<file path="src/rtl/secfg_pkg.sv">
package secfg_pkg;
  typedef enum logic [1:0] {
    PRV_U   = 2'b00,
    PRV_S   = 2'b01,
    PRV_RSV = 2'b10,
    PRV_M   = 2'b11
  } priv_e;

  localparam int unsigned BIT_LOCKDOWN = 0;
  localparam int unsigned BIT_DENY     = 1;
  localparam int unsigned BIT_BYPASS   = 2;
  localparam int unsigned NUM_BITS     = 3;
  localparam int unsigned NUM_SETONLY  = 2;
endpackage

</file>
<file path="src/rtl/secfg_access.sv">
module secfg_access
  import secfg_pkg::*;
#(
  parameter int unsigned AW   = 12,
  parameter logic [AW-1:0] ADDR = 12'h747
) (
  input  logic          clk,
  input  logic          rst_n,
  input  logic [AW-1:0] addr,
  input  logic          we,
  input  logic [1:0]    priv,
  output logic          hit,
  output logic          wr_ok,
  output logic          illegal_q
);
  logic is_mach;
  logic illegal_d;

  assign hit     = (addr == ADDR);
  assign is_mach = (priv == PRV_M);
  assign wr_ok   = we && hit && is_mach;

  always_comb begin
    illegal_d = we && hit && !is_mach;
  end

  always_ff @(posedge clk or negedge rst_n) begin
    if (!rst_n) illegal_q <= 1'b0;
    else        illegal_q <= illegal_d;
  end

  // the flag lasts one cycle unless a new bad write arrives
  a_r8_flag_single: assert property (@(posedge clk) disable iff (!rst_n)
    (illegal_q && !(we && hit && !is_mach)) |=> !illegal_q);
endmodule

</file>
<file path="src/rtl/secfg_setonly_bit.sv">
module secfg_setonly_bit (
  input  logic clk,
  input  logic rst_n,
  input  logic pmp_rst,
  input  logic wr_en,
  input  logic wr_val,
  output logic q
);
  logic q_d;
  logic q_en;

  always_comb begin
    q_en = pmp_rst || (wr_en && wr_val);
    q_d  = pmp_rst ? 1'b0 : 1'b1;
  end

  always_ff @(posedge clk or negedge rst_n) begin
    if (!rst_n)    q <= 1'b0;
    else if (q_en) q <= q_d;
  end

  // no software path clears the bit
  a_r1_sticky_set: assert property (@(posedge clk) disable iff (!rst_n)
    (q && !pmp_rst) |=> q);
  // the protection reset wins over a write
  a_r3_reset_clears: assert property (@(posedge clk) disable iff (!rst_n)
    pmp_rst |=> !q);
endmodule

</file>
<file path="src/rtl/secfg_bypass_ctl.sv">
module secfg_bypass_ctl (
  input  logic clk,
  input  logic rst_n,
  input  logic pmp_rst,
  input  logic wr_en,
  input  logic wr_val,
  input  logic any_lock,
  output logic q
);
  logic spent_q;
  logic frozen;
  logic take;
  logic q_d;
  logic spent_d;

  always_comb begin
    frozen  = spent_q || (!q && any_lock);
    take    = wr_en && !frozen;
    q_d     = q;
    spent_d = spent_q;
    if (pmp_rst) begin
      q_d     = 1'b0;
      spent_d = 1'b0;
    end else if (take) begin
      q_d = wr_val;
      if (q && !wr_val) spent_d = 1'b1;
    end
  end

  always_ff @(posedge clk or negedge rst_n) begin
    if (!rst_n) begin
      q       <= 1'b0;
      spent_q <= 1'b0;
    end else begin
      q       <= q_d;
      spent_q <= spent_d;
    end
  end

  // locked entries hold a cleared bypass at 0
  a_r5_lock_freeze: assert property (@(posedge clk) disable iff (!rst_n)
    (!q && any_lock && !pmp_rst) |=> !q);
  // once spent, the bypass does not move until protection reset
  a_r7_spent_hold: assert property (@(posedge clk) disable iff (!rst_n)
    (spent_q && !pmp_rst) |=> (q == $past(q)));
  // protection reset clears the bypass
  a_r3_bypass_reset: assert property (@(posedge clk) disable iff (!rst_n)
    pmp_rst |=> !q);
endmodule

</file>
<file path="src/rtl/secfg_reg.sv">
module secfg_reg
  import secfg_pkg::*;
#(
  parameter int unsigned XLEN = 64,
  parameter int unsigned AW   = 12,
  parameter logic [AW-1:0] ADDR = 12'h747
) (
  input  logic            clk,
  input  logic            rst_n,
  input  logic            pmp_rst,
  input  logic [AW-1:0]   csr_addr,
  input  logic [XLEN-1:0] csr_wdata,
  input  logic            csr_we,
  input  logic [1:0]      csr_priv,
  input  logic            any_lock,
  output logic [XLEN-1:0] csr_rdata,
  output logic            lockdown_o,
  output logic            dflt_deny_o,
  output logic            rule_bypass_o,
  output logic            illegal_o
);
  localparam int unsigned PAD = XLEN - NUM_BITS;

  logic                   hit;
  logic                   wr_ok;
  logic [NUM_SETONLY-1:0] so_q;
  logic [NUM_BITS-1:0]    bits;
  logic                   unused_wdata_hi;

  assign unused_wdata_hi = ^csr_wdata[XLEN-1:NUM_BITS];

  secfg_access #(.AW(AW), .ADDR(ADDR)) u_access (
    .clk       (clk),
    .rst_n     (rst_n),
    .addr      (csr_addr),
    .we        (csr_we),
    .priv      (csr_priv),
    .hit       (hit),
    .wr_ok     (wr_ok),
    .illegal_q (illegal_o)
  );

  for (genvar i = 0; i < NUM_SETONLY; i++) begin : g_setonly
    secfg_setonly_bit u_bit (
      .clk     (clk),
      .rst_n   (rst_n),
      .pmp_rst (pmp_rst),
      .wr_en   (wr_ok),
      .wr_val  (csr_wdata[i]),
      .q       (so_q[i])
    );
  end

  secfg_bypass_ctl u_bypass (
    .clk      (clk),
    .rst_n    (rst_n),
    .pmp_rst  (pmp_rst),
    .wr_en    (wr_ok),
    .wr_val   (csr_wdata[BIT_BYPASS]),
    .any_lock (any_lock),
    .q        (rule_bypass_o)
  );

  assign lockdown_o  = so_q[BIT_LOCKDOWN];
  assign dflt_deny_o = so_q[BIT_DENY];
  assign bits        = {rule_bypass_o, dflt_deny_o, lockdown_o};
  assign csr_rdata   = hit ? {{PAD{1'b0}}, bits} : '0;

  // a low-privilege write changes nothing and raises the flag
  a_r8_lowpriv_ignored: assert property (@(posedge clk) disable iff (!rst_n)
    (csr_we && hit && csr_priv != PRV_M && !pmp_rst) |=>
      (illegal_o && bits == $past(bits)));
  // a write to another address changes nothing
  a_r9_other_addr: assert property (@(posedge clk) disable iff (!rst_n)
    (!hit && !pmp_rst) |=> (bits == $past(bits)));
endmodule

</file>
<file path="config.mk">
export PLATFORM = sky130hd
export DESIGN_NAME = secfg_reg
export DESIGN_NICKNAME = d
export VERILOG_FILES = /design/src/rtl/secfg_pkg.sv /design/src/rtl/secfg_access.sv /design/src/rtl/secfg_setonly_bit.sv /design/src/rtl/secfg_bypass_ctl.sv /design/src/rtl/secfg_reg.sv
export SDC_FILE = /design/constraint.sdc
export NUM_CORES = 1
export LEC_CHECK = 0
export ABC_CLOCK_PERIOD_IN_PS = 1900
export BUFFER_PORTS_ARGS = -buffer_cell sky130_fd_sc_hd__buf_2
export CORE_ASPECT_RATIO = 0.5
export CORE_UTILIZATION = 24
export DETAILED_ROUTE_END_ITERATION = 8
export GPL_TIMING_DRIVEN = 0
export PLACE_DENSITY_LB_ADDON = 0.05
export SLEW_MARGIN = 20
export SYNTH_ARGS = -nofsm -noshare
export SYNTH_HDL_FRONTEND = slang
export SYNTH_HIERARCHICAL = 1
export SYNTH_SLANG_ARGS = --single-unit
export TNS_END_PERCENT = 20
</file>
<file path="constraint.sdc">
create_clock -name clk -period 1.9 [get_ports clk]
set_clock_uncertainty 0.05 [all_clocks]
set_input_delay 0.38 -clock clk [delete_from_list [all_inputs] [get_ports clk]]
set_output_delay 0.38 -clock clk [all_outputs]
set_load 0.02 [all_outputs]
</file>
==> metrics.md, run 1 <==
| Metric | Value |
|---|---|
| Distinct cells, synth | 17 |
| PortBufs | 28 |
| Total clock sinks | 5 |
| DRT Wirelength | 1360 um |
| Io pins | between 150 and 200 |
| Total Power | approximately 0.00054 W |
| Clock Path Buffers | 2 |
| Leak | between 0.8 and 0.9 nW |
| Pin count of the biggest net entering global routing | 6 |
| Worst flop-to-flop path endpoint | u_bypass/q |
| Sequential cell area fraction in the yosys report | 0.171 |
| Die width | 80.0 um |
| DR WL/cell | between 6 and 7 um |
| Clk root buf | clkbuf_8 |
| DRC | 0 |
| CP endpoint | csr_rdata[0] |
| Placement Setup Slack | -0.181 ns |
| Routed Antenna Nets | 0 |
| Status | finished, violations left |
| Setup TNS Final | -0.0154 ns |
| Row count | 13 |
| Min Tclk post-route | around 1.9 ns |
| Num CTS Buffers | 3 |
| Clock Pin Slew Worst Setup and Hold Paths | roughly 0.030 ns |
| Failing checks | negative setup slack |
| Skew-Pair Late Insertion Delay | 0.21 ns |
| Full die area | approximately 3300 um2 |
| Crit Path Max Fanout | 3 |
| Post-DP HPWL | roughly 1300 um |
| Power density over the cells | ~420 nW/um2 |
| Min-Delay Path Class | primary input to flop |
| CTS tree | yes |
| Die H | between 40 and 50 um |
| Hold violation total from the final report | 0 |
| Via density | between 2 and 3 |
| Vias in the first global route | approximately 500 |
| Critical Path RT | 1.47 ns |
| Final worst slack | -0.0121 ns |
| DP Cell Count | between 200 and 250 |
| Max Fclk | 523 MHz |
| Fin crit share | 1.01 |
| Initial Util | 0.267 |
| Core area | 2730 um2 |
| Peak supply drop | roughly 0.21 mV |
| Post-Syn Instances | between 80 and 90 |
| Slew Limit Fails | 0 |
| Yosys warns | 6 |
| Critical R2R Launch | u_bypass/spent_q |
| Synth Cell Area | 731 um2 |
| Final Non-Filler Cells | roughly 220 |
| WP data arrival | approximately 1.5 ns |
| Fillers | about 300 |
| Total GRT Usage | 0.0757 |
| Ant diodes | 0 |
| Worst setup startpoint | csr_addr[5] |
| Worst r2r path cells | 2 |
| Max cap viols | 0 |
| Syn_area_per_cell | a little over 8 um2 |
| Final setup fails | 2 |
| RSZ-0062 raised after global routing | yes |
| Initial drt markers | 6 |
| Nets | between 200 and 300 |
| Sequential Area | around 130 um2 |
| Area Growth Syn to Fin | 74.1% |
| Via count | between 600 and 700 |
| Critical path class | primary input to output port |
| Utilization after layout | 0.466 |
| Layout cells sized above 1 | 0.541 |
| Critical Path End Type | output port |
| Placer Congestion | approximately 0.65 |
| Drt pass-1 iters | 2 |
| R2r setup slk | approximately 0.84 ns |
| Area of the multi-input gates | 397 um2 |
| Initial antenna violation count | 0 |
| H-tree depth | 1 |
| Grt ovf | 0 |
| Global-route wire length before repair | approximately 1900 um |
| Startpoint Class | primary input |
| Worst hold start | pmp_rst |
| Synth Register Bits | 5 |
==> cells by family after synthesis <==
logic type	after synthesis	synth area share
AOI/OAI and AO/OA	5	0.0445
and+or+nand+nor	15	0.142
buffers and inverters	63	0.637
DFF	5	0.171
other	1	0.00513
==> metal layers <==
| layer | track usage | wire (um) |
|---|---|---|
| met2 | 0.169 | 741 |
| met1 | 0.0692 | 402 |
| met4 | 0.0491 | 0 |
| met5 | 0 | 0 |
| met3 | 0.0133 | 219 |
==> metrics by stage <==
step           area, um2  hold slack (ns)
2_1_floorplan        971           0.0344
6_report            1270            0.317
5_1_grt             1270            0.320
3_3_place_gp        1160            0.145
4_1_cts             1240            0.317
3_5_place_dp        1160            0.146
==> synth_stat cells <==
cell      number  area, um2
buf_4         61        458
dfrtp_1        5        125
a21oi_1        3       15.0
and2_1         3       18.8
inv_1          2       7.51
nand4b_1       2       17.5
nor2_1         2       7.51
nor4_1         2       12.5
a211oi_1       1       7.51
a21bo_2        1       10.0
conb_1         1       3.75
nand3_1        1       5.00
nand3b_1       1       7.51
nor3_1         1       5.00
nor3b_1        1       7.51
or3b_1         1       8.76
or4b_4         1       13.8
==> power by group <==
group / switching [W] / internal (W)
logic: 0.000136 / 0.000105
clock network: 0.0000452 / 0.000143
registers: 0.00000000211 / 0.000107
total: 0.000181 / 0.000356
==> cells in the final DEF (no fill, tap or decap) <==
master and instances:
nand4b_1 2, nor4_4 1, inv_1 2, a21bo_2 1
or3b_1 1, and2_1 3, nor4_1 1, clkbuf_1 1
dlygate4sd3_1 1, a211oi_2 1, nand3b_1 1, buf_4 65
buf_2 24, or4b_4 1, nor3b_1 1, nor3_4 1
buf_6 3, clkbuf_8 3, nand3_1 1, conb_1 61
dfrtp_1 5, a21oi_1 3, nor2_1 2
==> area by class of cell <==
class	count	area share
buffer	61	0.360
clock buffer	4	0.0354
inverter	2	0.00590
multi-input combinational	81	0.312
sequential	5	0.0983
tap	37	0.0364
timing repair buffer	32	0.152
==> registers in the layout, indices dropped and copies added, names as in the netlist <==
name	cells
u_bypass/spent_q	1
g_setonly.u_bit/q	2
u_bypass/q	1
u_access/illegal_q	1
==> critical path, stage by stage <==
cell and delay [ns]:
buf_6 0.09, or4b_4 0.58, nor3_4 0.15, and2_1 0.17, buf_6 0.12
==> timing repair <==
item                                    in CTS  in global routing
hold buffers                                 1                  0
pin swaps                                    3                  3
setup buffers                                0                  3
endpoints found under the hold margin        5                  0
endpoints found under the setup margin       3                  4
gates resized for setup                      7                  2
==> worst min path at each step <==
stage	endpoint	depth (start not counted)
finish	u_bypass/q	2
global route	u_bypass/q	2
CTS	u_bypass/spent_q	2
floorplan	g_setonly[0].u_bit/q	0
detailed placement	u_bypass/spent_q	1
global placement	u_bypass/spent_q	1
(Power assumes the default switching activity.)
==> run 2: changes to the inputs <==
--- a/config.mk
+++ b/config.mk
@@ -12,6 +12,7 @@
 export DETAILED_ROUTE_END_ITERATION = 8
 export GPL_TIMING_DRIVEN = 0
 export PLACE_DENSITY_LB_ADDON = 0.05
+export SKIP_LAST_GASP = 1
 export SLEW_MARGIN = 20
 export SYNTH_ARGS = -nofsm -noshare
 export SYNTH_HDL_FRONTEND = slang
==> run 2 against run 1 <==
Against the previous run:
- the flow still finishes with violations (negative setup slack)
- register-to-register slack barely moved
- cell count unchanged
- total power fell by 0.23%
- clock-buffer cell count is the same
- first-iteration DRC count grew 17%
- worst setup slack worse by 0.010 ns
- global-route usage is the same
- critical endpoint unchanged
- highest routed layer unchanged
==> metrics.md, run 2 (synthesis results as in run 1) <==
| Metric | Value |
|---|---|
| Status | finished, violations left |
| Failing checks | negative setup slack |
| Worst r2r path cells | 2 |
| Min Tclk post-route | approximately 1.9 ns |
| Critical Path RT | ~1.5 ns |
| Clock Path Buffers | 2 |
| Levels on crit path | 5 |
| Crit path cell chain | buf_2 -> or4b_4 -> nor3_4 -> and2_1 -> buf_6 |
| Placer Congestion | 0.650 |
| Skew-Pair Late Insertion Delay | 0.21 ns |
| Hold Slack | 0.317 ns |
| Critical path class | primary input to output port |
| Total clock sinks | 5 |
| Crit Path Max Fanout | 3 |
| Setup TNS Final | -0.0427 ns |
| Post-DP Area | between 1000 and 1500 um2 |
| Most common cell after layout, fill and taps aside | buf_4 |
| Worst flop-to-flop path endpoint | u_bypass/q |
| Commonest non-fill, non-tap cells in the layout | 66 x buf_4, 61 x conb_1, 25 x buf_2 |
| Slew Limit Fails | 0 |
| Routed Antenna Nets | 0 |
| Total GRT Usage | 0.0757 |
| Hold EP | u_bypass/q |
| Largest register FFs | 2 |
| Leak | 0.825 nW |
| Io pins | roughly 150 |
| Sequential Area | approximately 130 um2 |
| Ant diodes | 0 |
| Initial antenna violation count | 0 |
| Row count | 13 |
| DR WL/cell | roughly 6 um |
| CTS tree | yes |
| Die width | between 80 and 90 um |
| DRC | 0 |
| CP peak stage delay | 0.58 ns |
| Grt ovf | 0 |
| Utilization after layout | 0.462 |
| Area Growth Syn to Fin | 72.8% |
| WP data arrival | around 1.5 ns |
| Drt pass-1 iters | 2 |
| Final Non-Filler Cells | 222 |
| R2r setup slk | roughly 0.84 ns |
| Vias in the first global route | approximately 500 |
| Buf+Inv Stages, Crit Path | 2 |
| Clk root buf | clkbuf_8 |
| Max cap viols | 0 |
| Pin count of the biggest net entering global routing | 6 |
| Max Fclk | roughly 520 MHz |
| Clock Pin Slew Worst Setup and Hold Paths | 0.03 ns |
| Num CTS Buffers | 3 |
| H-tree depth | 1 |
| Startpoint Class | primary input |
| Post-DP HPWL | roughly 1300 um |
| Via count | approximately 630 |
| Top cell family by delay on the critical path | simple AND/OR/NAND/NOR gates |
| Global-route wire length before repair | between 1500 and 2000 um |
| Fin crit share | 1.01 |
| DRT Wirelength | around 1400 um |
| Slowest-stage cell, CP | or4b_4 |
| Full die area | 3280 um2 |
| Peak supply drop | roughly 0.21 mV |
| Hold path cells | 2 |
| DP Cell Count | about 210 |
| Initial drt markers | 7 |
| Final Cell Area | approximately 1300 um2 |
| Critical Path End Type | output port |
| Area of the multi-input gates | ~400 um2 |
| Power density over the cells | about 420 nW/um2 |
| Critical R2R Launch | u_bypass/spent_q |
| Layout cells sized above 1 | 0.541 |
| Via density | around 2.8 |
| RSZ-0062 raised after global routing | yes |
| Nets | ~270 |
| Core area | 2730 um2 |
| Reg with most FFs | g_setonly.u_bit/q |
| Hold violation total from the final report | 0 |
| Min-Delay Path Class | primary input to flop |
| Die H | between 40 and 50 um |
| Initial Util | 0.267 |
| Final setup fails | 3 |
| Final worst slack | -0.0224 ns |
| Worst hold start | pmp_rst |
| Fillers | slightly above 300 |
| PortBufs | 28 |
## run 2: cell types whose count changed in the layout (fill, tap and decap cells not counted)
cell,delta
buf_2,+1
buf_4,+1
buf_6,-2
## run 2: per-layer routing
layer / part of all wire / vias up / global-route usage
met5: 0 / - / 0
met4: 0 / 0 / 0.0491
met3: 0.16 / 0 / 0.0133
met2: 0.54 / 41 / 0.169
met1: 0.30 / 236 / 0.0692
li1: - / 354 / -
## run 2: what timing repair did
| item | in CTS | in global routing |
|---|---|---|
| hold buffers | 1 | 0 |
| endpoints found under the hold margin | 5 | 0 |
| setup buffers | 0 | 3 |
| pin swaps | 3 | 3 |
| resized for setup | 6 | 1 |
| endpoints found under the setup margin | 3 | 4 |
## run 2: area by class of cell
cell class,instances,share of cell area
Multi-Input combinational cell,81,0.314
Buffer,61,0.363
Tap cell,37,0.0367
Inverter,2,0.00595
Clock buffer,4,0.0357
Sequential cell,5,0.0991
Timing Repair Buffer,32,0.146
## run 2: power by group
group / internal [W] / switching [W] / leakage (nW)
registers: 0.000107 / 0.00000000211 / 0.0699
logic: 0.000104 / 0.000136 / 0.733
clock network: 0.000143 / 0.0000452 / 0.0228
total: 0.000355 / 0.000181 / 0.825
## run 2: through the flow
step	worst slack [ns]	total power, W
6_report	-0.0224	0.000536
5_1_grt	-0.0657	0.000573
4_1_cts	-0.0228	0.000538
3_5_place_dp	-0.181	0.000341
3_3_place_gp	-0.194	0.000340
2_1_floorplan	0.0563	0.000316
## run 2: worst max-delay path by stage
| stage | to | slack (ns) | from |
|---|---|---|---|
| floorplan | u_bypass/q | 0.06 | csr_addr[5] |
| global placement | u_bypass/q | -0.19 | csr_addr[5] |
| detailed placement | u_bypass/q | -0.18 | csr_addr[5] |
| CTS | csr_rdata[0] | -0.02 | csr_addr[7] |
| global route | csr_rdata[0] | -0.07 | csr_addr[5] |
| finish | csr_rdata[0] | -0.02 | csr_addr[5] |
## run 2: worst register-to-register path, cell delays in order, from the launching register on
cell	delay, ns
dfrtp_1	0.38
or3b_1	0.36
a211oi_2	0.18
